===== config.mk =====
export PLATFORM = sky130hd
export DESIGN_NAME = phycfg_seq
export DESIGN_NICKNAME = d
export VERILOG_FILES = /design/src/rtl/phycfg_pkg.sv /design/src/rtl/phycfg_timer.sv /design/src/rtl/phycfg_steps.sv /design/src/rtl/phycfg_xfer.sv /design/src/rtl/phycfg_seq.sv
export SDC_FILE = /design/constraint.sdc
export NUM_CORES = 1
export LEC_CHECK = 0
export BUFFER_PORTS_ARGS = -buffer_cell sky130_fd_sc_hd__buf_4
export CAP_MARGIN = 40
export CELL_PAD_IN_SITES_DETAIL_PLACEMENT = 2
export CELL_PAD_IN_SITES_GLOBAL_PLACEMENT = 2
export CORE_MARGIN = 10
export CORE_UTILIZATION = 36
export DETAILED_ROUTE_END_ITERATION = 8
export HOLD_SLACK_MARGIN = 0.1
export MAX_ROUTING_LAYER = met4
export PLACE_DENSITY = 0.86
export RECOVER_POWER = 100
export SYNTH_ARGS = -nofsm -noshare
export SYNTH_HDL_FRONTEND = slang
export SYNTH_HIERARCHICAL = 1
export SYNTH_SLANG_ARGS = --single-unit

===== constraint.sdc =====
create_clock -name clk -period 7.3 [get_ports clk]
set_input_delay 1.095 -clock clk [delete_from_list [all_inputs] [get_ports clk]]
set_output_delay 1.095 -clock clk [all_outputs]
set_load 0.05 [all_outputs]

===== src/rtl/phycfg_pkg.sv =====
package phycfg_pkg;

  typedef enum logic [2:0] {
    MD_LEGACY = 3'd0,
    MD_HS     = 3'd1,
    MD_HS200  = 3'd2,
    MD_DDR    = 3'd3,
    MD_HS400  = 3'd4,
    MD_ESTRB  = 3'd5
  } mode_e;

  typedef enum logic [1:0] {K_WR, K_RMW, K_POLL} kind_e;

  localparam int IDX_W = 4;

  typedef struct packed {
    logic       en;
    logic       last;
    kind_e      kind;
    logic [7:0] addr;
    logic [7:0] val;
  } step_t;

  localparam logic [7:0] R_DLL    = 8'h00;
  localparam logic [7:0] R_PAD_A  = 8'h01;
  localparam logic [7:0] R_PAD_B  = 8'h02;
  localparam logic [7:0] R_PAD_ST = 8'h03;
  localparam logic [7:0] R_RXEN_A = 8'h06;
  localparam logic [7:0] R_RXEN_B = 8'h07;
  localparam logic [7:0] R_PULL_A = 8'h08;
  localparam logic [7:0] R_PULL_B = 8'h09;
  localparam logic [7:0] R_RXTAP  = 8'h0C;
  localparam logic [7:0] R_TXTAP  = 8'h0D;
  localparam logic [7:0] R_CKBUF  = 8'h0F;
  localparam logic [7:0] R_MODE   = 8'h11;
  localparam logic [7:0] R_TRIM   = 8'h12;
  localparam logic [7:0] R_LN_CMD = 8'h20;
  localparam logic [7:0] R_LN_DAT = 8'h21;
  localparam logic [7:0] R_LN_STB = 8'h22;
  localparam logic [7:0] R_LN_CLK = 8'h23;

  localparam logic [7:0] LOCK_BIT = 8'h10;

  function automatic step_t mk(logic en, logic last, kind_e k,
                               logic [7:0] a, logic [7:0] v);
    step_t s;
    s.en = en; s.last = last; s.kind = k; s.addr = a; s.val = v;
    return s;
  endfunction

  function automatic logic [7:0] mode_code(mode_e m);
    case (m)
      MD_ESTRB:  return 8'h01;
      MD_HS400:  return 8'h02;
      MD_LEGACY: return 8'h04;
      MD_DDR:    return 8'h08;
      default:   return 8'h00;
    endcase
  endfunction

  function automatic logic [1:0] freq_sel(logic [31:0] khz);
    case (khz)
      32'd200000: return 2'd0;
      32'd100000: return 2'd2;
      32'd50000:  return 2'd1;
      default:    return 2'd0;
    endcase
  endfunction

endpackage


===== src/rtl/phycfg_timer.sv =====
module phycfg_timer #(
  parameter int LIMIT = 20000
) (
  input  logic clk,
  input  logic rst,
  input  logic clr,
  input  logic run,
  output logic expired
);
  localparam int TW = $clog2(LIMIT + 1);

  logic [TW-1:0] cnt;

  assign expired = (cnt == TW'(LIMIT));

  always_ff @(posedge clk) begin
    if (rst || clr)          cnt <= '0;
    else if (run && !expired) cnt <= cnt + 1'b1;
  end

endmodule


===== src/rtl/phycfg_steps.sv =====
module phycfg_steps import phycfg_pkg::*; #(
  parameter int TAP_W = 4,
  parameter int DRV_W = 2
) (
  input  logic             init_ph,
  input  logic [IDX_W-1:0] idx,
  input  mode_e            mode,
  input  logic [TAP_W-1:0] otap,
  input  logic [TAP_W-1:0] itap,
  input  logic [DRV_W-1:0] drv,
  input  logic [7:0]       trim,
  input  logic [1:0]       fsel,
  output step_t            step
);
  logic legacy, pad_drv, no_rx_tap;
  logic [7:0] tx_val, rx_val;

  assign legacy    = (mode == MD_LEGACY);
  assign pad_drv   = (mode == MD_HS400) || (mode == MD_HS200);
  assign no_rx_tap = legacy || (mode == MD_HS200);
  assign tx_val    = legacy ? 8'h00 : 8'({otap, 1'b1});
  assign rx_val    = no_rx_tap ? 8'h00 : 8'({itap, 1'b1});

  always_comb begin
    step = mk(1'b0, 1'b1, K_WR, 8'h00, 8'h00);
    if (init_ph) begin
      case (idx)
        4'd0:  step = mk(1'b1, 1'b0, K_RMW,  R_PAD_A,  8'h42);
        4'd1:  step = mk(1'b1, 1'b0, K_RMW,  R_PAD_B,  8'h02);
        4'd2:  step = mk(1'b1, 1'b0, K_POLL, R_PAD_ST, LOCK_BIT);
        4'd3:  step = mk(1'b1, 1'b0, K_RMW,  R_RXEN_A, 8'h03);
        4'd4:  step = mk(1'b1, 1'b0, K_RMW,  R_PULL_A, 8'h02);
        4'd5:  step = mk(1'b1, 1'b0, K_RMW,  R_LN_CMD, 8'h01);
        4'd6:  step = mk(1'b1, 1'b0, K_RMW,  R_RXEN_B, 8'hFF);
        4'd7:  step = mk(1'b1, 1'b0, K_RMW,  R_PULL_B, 8'hFF);
        4'd8:  step = mk(1'b1, 1'b0, K_RMW,  R_LN_DAT, 8'hFF);
        4'd9:  step = mk(1'b1, 1'b0, K_RMW,  R_LN_STB, 8'h01);
        4'd10: step = mk(1'b1, 1'b0, K_RMW,  R_LN_CLK, 8'h01);
        4'd11: step = mk(1'b1, 1'b0, K_RMW,  R_CKBUF,  8'h07);
        4'd12: step = mk(1'b1, 1'b1, K_WR,   R_MODE,   mode_code(MD_LEGACY));
        default: step = mk(1'b0, 1'b1, K_WR, 8'h00, 8'h00);
      endcase
    end else begin
      case (idx)
        4'd0: step = mk(1'b1,    1'b0, K_WR,  R_MODE,  mode_code(mode));
        4'd1: step = mk(pad_drv, 1'b0, K_RMW, R_PAD_A, 8'({drv, 2'b00}));
        4'd2: step = mk(1'b1,    1'b0, K_WR,  R_TXTAP, tx_val);
        4'd3: step = mk(1'b1,    1'b0, K_WR,  R_RXTAP, rx_val);
        4'd4: step = mk(!legacy, 1'b0, K_WR,  R_TRIM,  trim);
        4'd5: step = mk(1'b1,    1'b0, K_WR,  R_DLL,   8'h00);
        4'd6: step = mk(!legacy, 1'b0, K_WR,  R_DLL,   {1'b0, fsel, 5'b01000});
        4'd7: step = mk(!legacy, 1'b1, K_POLL, R_DLL,  LOCK_BIT);
        default: step = mk(1'b0, 1'b1, K_WR, 8'h00, 8'h00);
      endcase
    end
  end

endmodule


===== src/rtl/phycfg_xfer.sv =====
module phycfg_xfer import phycfg_pkg::*; #(
  parameter int LIMIT = 20000
) (
  input  logic       clk,
  input  logic       rst,
  input  logic       go,
  input  step_t      step_i,
  input  logic       ack,
  input  logic [7:0] rdata,
  output logic       req,
  output logic       wr,
  output logic [7:0] addr,
  output logic [7:0] wdata,
  output logic       fin,
  output logic       fail
);
  typedef enum logic [1:0] {X_IDLE, X_RD, X_GAP, X_WR} xstate_e;

  xstate_e    st;
  kind_e      kind_q;
  logic [7:0] val_q;
  logic       gap_wr;
  logic       expired, hit, active;

  assign active = (st == X_RD) || (st == X_WR);
  assign hit    = (rdata & val_q) != 8'h00;

  phycfg_timer #(.LIMIT(LIMIT)) u_timer (
    .clk(clk), .rst(rst), .clr(go), .run(st != X_IDLE), .expired(expired)
  );

  assign fin  = ack && ((st == X_WR) || (st == X_RD && kind_q == K_POLL && hit));
  assign fail = (active && !ack && expired) ||
                (st == X_RD && ack && kind_q == K_POLL && !hit && expired);

  always_ff @(posedge clk) begin
    if (rst) begin
      st     <= X_IDLE;
      req    <= 1'b0;
      wr     <= 1'b0;
      addr   <= 8'h00;
      wdata  <= 8'h00;
      kind_q <= K_WR;
      val_q  <= 8'h00;
      gap_wr <= 1'b0;
    end else begin
      case (st)
        X_IDLE: if (go) begin
          kind_q <= step_i.kind;
          val_q  <= step_i.val;
          addr   <= step_i.addr;
          req    <= 1'b1;
          if (step_i.kind == K_WR) begin
            wr    <= 1'b1;
            wdata <= step_i.val;
            st    <= X_WR;
          end else begin
            wr    <= 1'b0;
            wdata <= 8'h00;
            st    <= X_RD;
          end
        end
        X_RD: begin
          if (ack) begin
            req <= 1'b0;
            if (kind_q == K_RMW) begin
              wdata  <= rdata | val_q;
              gap_wr <= 1'b1;
              st     <= X_GAP;
            end else if (hit || expired) begin
              st <= X_IDLE;
            end else begin
              gap_wr <= 1'b0;
              st     <= X_GAP;
            end
          end else if (expired) begin
            req <= 1'b0;
            st  <= X_IDLE;
          end
        end
        X_GAP: begin
          req <= 1'b1;
          wr  <= gap_wr;
          st  <= gap_wr ? X_WR : X_RD;
        end
        X_WR: begin
          if (ack || expired) begin
            req <= 1'b0;
            st  <= X_IDLE;
          end
        end
        default: st <= X_IDLE;
      endcase
    end
  end


  bus_hold_chk: assert property (@(posedge clk) disable iff (rst)
    (req && !ack && !expired) |=> (req && $stable(wr) && $stable(addr) && $stable(wdata)));


  bus_release_chk: assert property (@(posedge clk) disable iff (rst)
    (req && !ack && expired) |=> !req);

endmodule


===== src/rtl/phycfg_seq.sv =====
module phycfg_seq import phycfg_pkg::*; #(
  parameter int CLK_MHZ = 200,
  parameter int POLL_US = 100,
  parameter int FREQ_W  = 20,
  parameter int TAP_W   = 4,
  parameter int DRV_W   = 2
) (
  input  logic              clk,
  input  logic              rst,
  input  logic              start,
  input  logic [2:0]        mode,
  input  logic [TAP_W-1:0]  otap,
  input  logic [TAP_W-1:0]  itap,
  input  logic [DRV_W-1:0]  drv,
  input  logic [7:0]        trim,
  input  logic [FREQ_W-1:0] freq_khz,
  output logic              busy,
  output logic              done,
  output logic              err,
  output logic              phy_req,
  output logic              phy_wr,
  output logic [7:0]        phy_addr,
  output logic [7:0]        phy_wdata,
  input  logic              phy_ack,
  input  logic [7:0]        phy_rdata
);
  localparam int LIMIT = CLK_MHZ * POLL_US;

  typedef enum logic [1:0] {T_BOOT, T_IDLE, T_ISSUE, T_WAIT} tstate_e;

  tstate_e           st;
  logic              init_ph;
  logic [IDX_W-1:0]  idx;
  mode_e             cap_mode;
  logic [TAP_W-1:0]  cap_otap, cap_itap;
  logic [DRV_W-1:0]  cap_drv;
  logic [7:0]        cap_trim;
  logic [1:0]        cap_fsel;
  logic [FREQ_W-1:0] last_freq;
  step_t             step;
  logic              go, fin, fail;

  assign go = (st == T_ISSUE) && step.en;

  phycfg_steps #(.TAP_W(TAP_W), .DRV_W(DRV_W)) u_steps (
    .init_ph(init_ph), .idx(idx), .mode(cap_mode), .otap(cap_otap),
    .itap(cap_itap), .drv(cap_drv), .trim(cap_trim), .fsel(cap_fsel),
    .step(step)
  );

  phycfg_xfer #(.LIMIT(LIMIT)) u_xfer (
    .clk(clk), .rst(rst), .go(go), .step_i(step), .ack(phy_ack),
    .rdata(phy_rdata), .req(phy_req), .wr(phy_wr), .addr(phy_addr),
    .wdata(phy_wdata), .fin(fin), .fail(fail)
  );

  always_ff @(posedge clk) begin
    if (rst) begin
      st        <= T_BOOT;
      init_ph   <= 1'b1;
      idx       <= '0;
      cap_mode  <= MD_LEGACY;
      cap_otap  <= '0;
      cap_itap  <= '0;
      cap_drv   <= '0;
      cap_trim  <= '0;
      cap_fsel  <= '0;
      last_freq <= '0;
      busy      <= 1'b0;
      done      <= 1'b0;
      err       <= 1'b0;
    end else begin
      done <= 1'b0;
      err  <= 1'b0;
      case (st)
        T_BOOT: begin
          busy    <= 1'b1;
          init_ph <= 1'b1;
          idx     <= '0;
          st      <= T_ISSUE;
        end
        T_IDLE: if (start) begin
          last_freq <= freq_khz;
          cap_mode  <= mode_e'(mode);
          cap_otap  <= otap;
          cap_itap  <= itap;
          cap_drv   <= drv;
          cap_trim  <= trim;
          cap_fsel  <= freq_sel(32'(freq_khz));
          if (freq_khz == last_freq || mode > 3'd5) begin
            done <= 1'b1;
          end else begin
            busy    <= 1'b1;
            init_ph <= 1'b0;
            idx     <= '0;
            st      <= T_ISSUE;
          end
        end
        T_ISSUE: begin
          if (step.en) begin
            st <= T_WAIT;
          end else if (step.last) begin
            st   <= T_IDLE;
            busy <= 1'b0;
            done <= 1'b1;
          end else begin
            idx <= idx + 1'b1;
          end
        end
        T_WAIT: begin
          if (fail) begin
            st   <= T_IDLE;
            busy <= 1'b0;
            done <= 1'b1;
            err  <= 1'b1;
          end else if (fin) begin
            if (step.last) begin
              st   <= T_IDLE;
              busy <= 1'b0;
              done <= 1'b1;
            end else begin
              idx <= idx + 1'b1;
              st  <= T_ISSUE;
            end
          end
        end
        default: st <= T_IDLE;
      endcase
    end
  end


  err_with_done_chk: assert property (@(posedge clk) disable iff (rst)
    err |-> done);


  done_pulse_chk: assert property (@(posedge clk) disable iff (rst)
    done |=> !done);


  done_idle_chk: assert property (@(posedge clk) disable iff (rst)
    done |-> !busy);


  busy_hold_chk: assert property (@(posedge clk) disable iff (rst)
    (busy && start) |=> ($stable(last_freq) && $stable(cap_mode) && $stable(cap_trim)));


  no_access_after_err_chk: assert property (@(posedge clk) disable iff (rst)
    err |-> !phy_req);

endmodule


Word-level counts from Yosys, hierarchy flattened
Memory sizes are Yosys's and may differ from the RTL's. A register that Yosys moved wholly into a read port is not among the register bits.
Cells that the tools add are included.
W data, S select, Z words.
Storage, ports and cells
  memories kept: 1
  bits of input ports: 53
  logic and storage cells: 175
  flip-flop bits (word level): 99
  ROM bits: 288
Memories
  (no name shown): depth 16, width 18, rd ports 1, clocked after memory_dff 1, wr ports 0, RTL line phycfg_steps.sv:27  | case (idx)
Operators by class
  bitwise operators: 3
  add/subtract/negate cells: 2
  muxes and demuxes: 65
  $lt $le $gt $ge: 1
  reductions and logical operators: 45
  equality and inequality tests: 36
Operators with widths (number)
  $pmux W20 S8: 1
  $mux W4: 8
  $mux W8: 4
  $pmux W4 S4: 2
  $mux W2: 15
  $mux W1: 23
  $eq A20 B16 Y1 const B: 1
  $eq A20 B17 Y1 const B: 1
  $eq A20 B20 Y1: 1
  $mux W20: 1
  $ne A2 B2 Y1 const B: 9
  $eq A4 B3 Y1 const B: 4
  $pmux W2 S4: 2
  $pmux W8 S2: 1
  $add A15 B1 Y15 const B: 1
  $eq A15 B15 Y1 const B: 1
  $reduce_and A4 Y1: 3
  $logic_and A1 B1 Y1: 11
  $eq A2 B2 Y1 const B: 5
  $mux W5: 2
  $logic_or A1 B1 Y1: 9
  $reduce_and A3 Y1: 3
  $and A8 B8 Y8: 1
  $eq A4 B2 Y1 const B: 2
  other kinds (24): 41

Depth between registers and ports, before layout
  depth in word-level cells: 11
  depth in mapped cells: 15

Hierarchy
Netlist, hierarchy kept.
Modules (own cells, without submodules)
  phycfg_seq: instances 1, area each 2304.7 um^2, cells an instance 287
  phycfg_xfer: instances 1, area each 1398.8 um^2, cells an instance 180
  phycfg_timer: instances 1, area each 797.0 um^2, cells an instance 89
  phycfg_steps: instances 1, area each 785.8 um^2, cells an instance 132

Least setup slack after synthesis
No wires, ideal clock.
  path type: input to register
  start point: in phy_rdata[6]
  end point: reg idx[3]
  path slack: 4005 ps
  setup time: 88 ps
  data required time: 7212 ps
  data arrival time: 3207 ps
  stages: 9
  buffers on the path: 0
  cell sequence: a22oi_2 nand4_1 or4b_1 a21oi_1 o32a_4 a31oi_1 or3b_1 o21ba_1 a311oi_2
Between the ends
  longest elaborated chain between the ends: 8
  elaborated cells between the ends (all ways): 12
Ends and longest elaborated chain
  from (decl): RTL line phycfg_seq.sv:25  | input logic [7:0] phy_rdata
  $and A8 B8 Y8: RTL line phycfg_xfer.sv:26  | assign hit = (rdata & val_q) != 8'h00;
  $reduce_bool A8 Y1: RTL line phycfg_xfer.sv:26
  $logic_not A1 Y1: RTL line phycfg_xfer.sv:34  | (st == X_RD && ack && kind_q == K_POLL && !hit && expired);
  $logic_and A1 B1 Y1 (2 in series): RTL line phycfg_xfer.sv:34
  $logic_or A1 B1 Y1: RTL line phycfg_xfer.sv:33  | assign fail = (active && !ack && expired) ||
  named net fail: RTL line phycfg_seq.sv:41  | logic go, fin, fail;
  $ne A2 B2 Y1 (no line)
  $reduce_and A5 Y1 (no line)
  to (signal assigned): RTL line phycfg_seq.sv:107  | idx <= idx + 1'b1;
  to (signal assigned): RTL line phycfg_seq.sv:122  | idx <= idx + 1'b1;
  to (decl): RTL line phycfg_seq.sv:33  | logic [IDX_W-1:0] idx;
The timed path passes the listed nets, and every way through them passes these cells.
A chain may end at the register's enable or synchronous reset.

==> results.py <==
metrics = {
    "run_status": {
        "outcome": "finished, violations left",
        "violations": "max-capacitance violations, max-slew violations",
    },
    "route": {
        "drtAntennaViolNets": 0,
        "wl_per_cell_um": 18.8,
        "avgViaCountPerCell": 5.51,
        "drc": 0,
        "firstDrtPassIters": 4,
        "routed_wl_mm": 17.2,
        "num_vias": 5067,
        "initialDrtViolationCount": 277,
    },
    "power": {
        "p_clk_frac": 0.373,
        "p_sw_frac": 0.299,
        "p_sw_uw": 387,
        "p_leak_uw": 0.00209,
        "p_comb_frac": 0.172,
        "powerDensity_nw_per_um2": 213,
        "total_power_uw": 1300,
        "p_seq_frac": 0.456,
        "ir_drop_mv": 0.117,
        "intPower_uw": 909,
    },
    "yosys": {
        "synth_edf_count": 0,
        "synth_area_leader_cell": "dfxtp_1",
        "ys_warn_count": 6,
        "synth_top_area_frac": 0.375,
        "ys.flop_type": "dfxtp_1",
        "synthDistinctLibCells": 74,
        "ys_async_sr_fraction": 0,
        "syn_area_um2": 5290,
        "avgSynthCellArea_um2": 7.68,
        "netlist_instances": 688,
        "synth.area.top_cells": "dfxtp_1 (37%), nand2_1 (11%), a21oi_1 (7.6%)",
        "synth_seq_cells": 99,
        "yosysSeqAreaShare": 0.375,
    },
    "clocking": {
        "insertion_delay_ps": 350,
        "cts-resized-gates": 0,
        "numCtsBuffers": 9,
        "cts_hold_buf": 0,
        "clk_pin_slew_ps": 70,
        "cts_root_buf": "clkbuf_16",
        "cts_tree": "yes",
        "post_cts_buffers": 0,
        "htreeDepth": 3,
        "cts.path.max_buffers": 2,
        "clock-sinks": 99,
    },
    "finish": {
        "n_fill_cell": 1643,
        "nNetsFinal": 791,
        "layout_commonest_cell": "nand2_1",
        "antenna_cells": 0,
        "area_growth_pct": 15.4,
        "layout.cells.non_filler": 919,
        "most-common-layout-cells": "nand2_1 (153), dfxtp_1 (99), a21oi_1 (80)",
        "layout-drive-gt1-share": 0.127,
    },
    "placed_design": {
        "io_buffers": 73,
        "dp_hpwl_mm": 12.5,
        "gp_congestion": 0.863,
        "numPlacedInstances": 903,
    },
    "sta": {
        "setup_viol": 0,
        "finalHoldViolCount": 0,
        "fin_tns_setup_ps": 0,
        "period_share": 0.651,
        "slew_headroom": -1.53,
        "clock_skew_ps": 6.14,
        "rsz0062_at_grt": "no",
        "maxSlewViolCount": 85,
        "max_slew.worst_pin.slew_ps": 3800,
        "fmax_ghz": 0.211,
        "fin_crit_ps": 4750,
    },
    "setup_path": {
        "crit_path_max_fanout": 84,
        "arrival_ps": 5030,
        "crit_path_end_kind": "flip-flop",
        "required_ps": 7580,
        "critPathLaunch": "rst",
        "worstSetupStartpointType": "primary input",
        "r2r_start": "idx[0]",
        "path_class": "primary input to flip-flop",
    },
    "floorplan": {
        "start_util": 0.365,
        "chipHeight_um": 141,
        "fp.coreArea_um2": 14500,
        "die-area_um2": 19900,
        "rows": 44,
        "die_x_um": 141,
        "io-pin-count": 74,
    },
    "job": {
        "maxCapViolCount": 1,
    },
    "grt": {
        "grt_start_max_net_pins": 85,
        "overflow": 0,
        "antenna_found_initial": 0,
        "grt_first_pass_wirelength_mm": 28.2,
        "first_global_vias": 5411,
        "track_usage": 0.175,
    },
    "min_path": {
        "hp-start": "cap_itap[0]",
        "hold_path_class": "flip-flop to flip-flop",
    },
}
-- cell families after synthesis --
group,after synthesis,share of synthesized area
multiplexers,4,0.00781
AO/OA/AOI/OAI,172,0.212
buffers and inverters,67,0.0549
adder cells (fa/ha/maj),8,0.0189
XOR/XNOR,33,0.0547
AND/OR/NAND/NOR,304,0.276
other,1,0.000709
flip-flops,99,0.375
-- metal layers --
| metal | global-route usage | part of all wire |
|---|---|---|
| met5 | - | 0 |
| met4 | 0.0696 | 0.023 |
| met3 | 0.0269 | 0.030 |
| met2 | 0.275 | 0.47 |
| met1 | 0.221 | 0.48 |
-- critical path: stages --
cell	delay, ps
clkbuf_1	2620
inv_1	630
o21ai_0	430
nor2_1	80
a21oi_1	140
-- layout make-up --
type | instances | area (µm²) | share of cell area
repair buffers | 76 | 488 | 0.0800
flip-flops and latches | 99 | 1980 | 0.325
clock inverters | 2 | 17.5 | 0.00287
well taps | 184 | 230 | 0.0378
inverters | 21 | 78.8 | 0.0129
clock buffers | 14 | 284 | 0.0466
multi-input cells | 523 | 3020 | 0.495
-- stage by stage --
step / setup slack (ps) / hold slack, ps / utilization / area, µm²
4_1_cts: 3760 / 465 / 0.427 / 6180
6_report: 2550 / 459 / 0.421 / 6100
5_1_grt: 2050 / 484 / 0.421 / 6100
3_5_place_dp: 3530 / 455 / 0.406 / 5880
3_3_place_gp: 3580 / 446 / 0.406 / 5880
2_1_floorplan: 4010 / 432 / - / 5290
-- path summary, 6_finish.rpt --
kind | end | slack, ps | cells after the start
worst max-delay path | init_ph | 2550 | 5
worst min-delay path | cap_itap[0] | 460 | 2
worst max register to register | u_xfer/u_timer/cnt[14] | 3610 | 12
worst min register to register | cap_itap[0] | 460 | 2
-- flip-flops by register name, summed over array words and instances (netlist names), 2 cells and up --
name and flops:
u_xfer/wdata 8, u_xfer/st 2, idx 4, cap_trim 8, cap_drv 2, u_xfer/addr 8
cap_fsel 2, st 2, cap_mode 3, cap_itap 4, last_freq 20, u_xfer/u_timer/cnt 15
u_xfer/kind_q 2, cap_otap 4, u_xfer/val_q 8
-- cell usage after synthesis (3+ instances only) --
master    instances
nor2_1           62
a32oi_1           3
a31oi_1          12
clkbuf_1         28
nor4bb_1          4
a221oi_1          4
nand2b_1          6
and3_1            3
nor4b_1           3
o21a_1            3
and4_1            3
o31ai_1           3
nor2b_1           4
nand4_1           9
dfxtp_1          99
nand3_1          17
ha_1              8
nand2_1         153
nor3b_1           3
nor3_1           13
o221ai_1          3
a211oi_1         10
a22oi_1           3
a21oi_1          80
o22ai_1           4
buf_4             4
nor4_2            4
buf_2            13
xnor2_1          31
mux2i_1           3
a22oi_2           4
o21ai_0          17
inv_1            21
-- power by group through the flow --
stage               registers, µW  logic (µW)  clock network, µW
floorplan                     628         126                  0
global placement              600         220                  0
detailed placement            603         231                  0
CTS                           591         233                496
global route                  594         246                518
finish                        591         223                483
No activity file was read; power rests on OpenSTA's default activity.
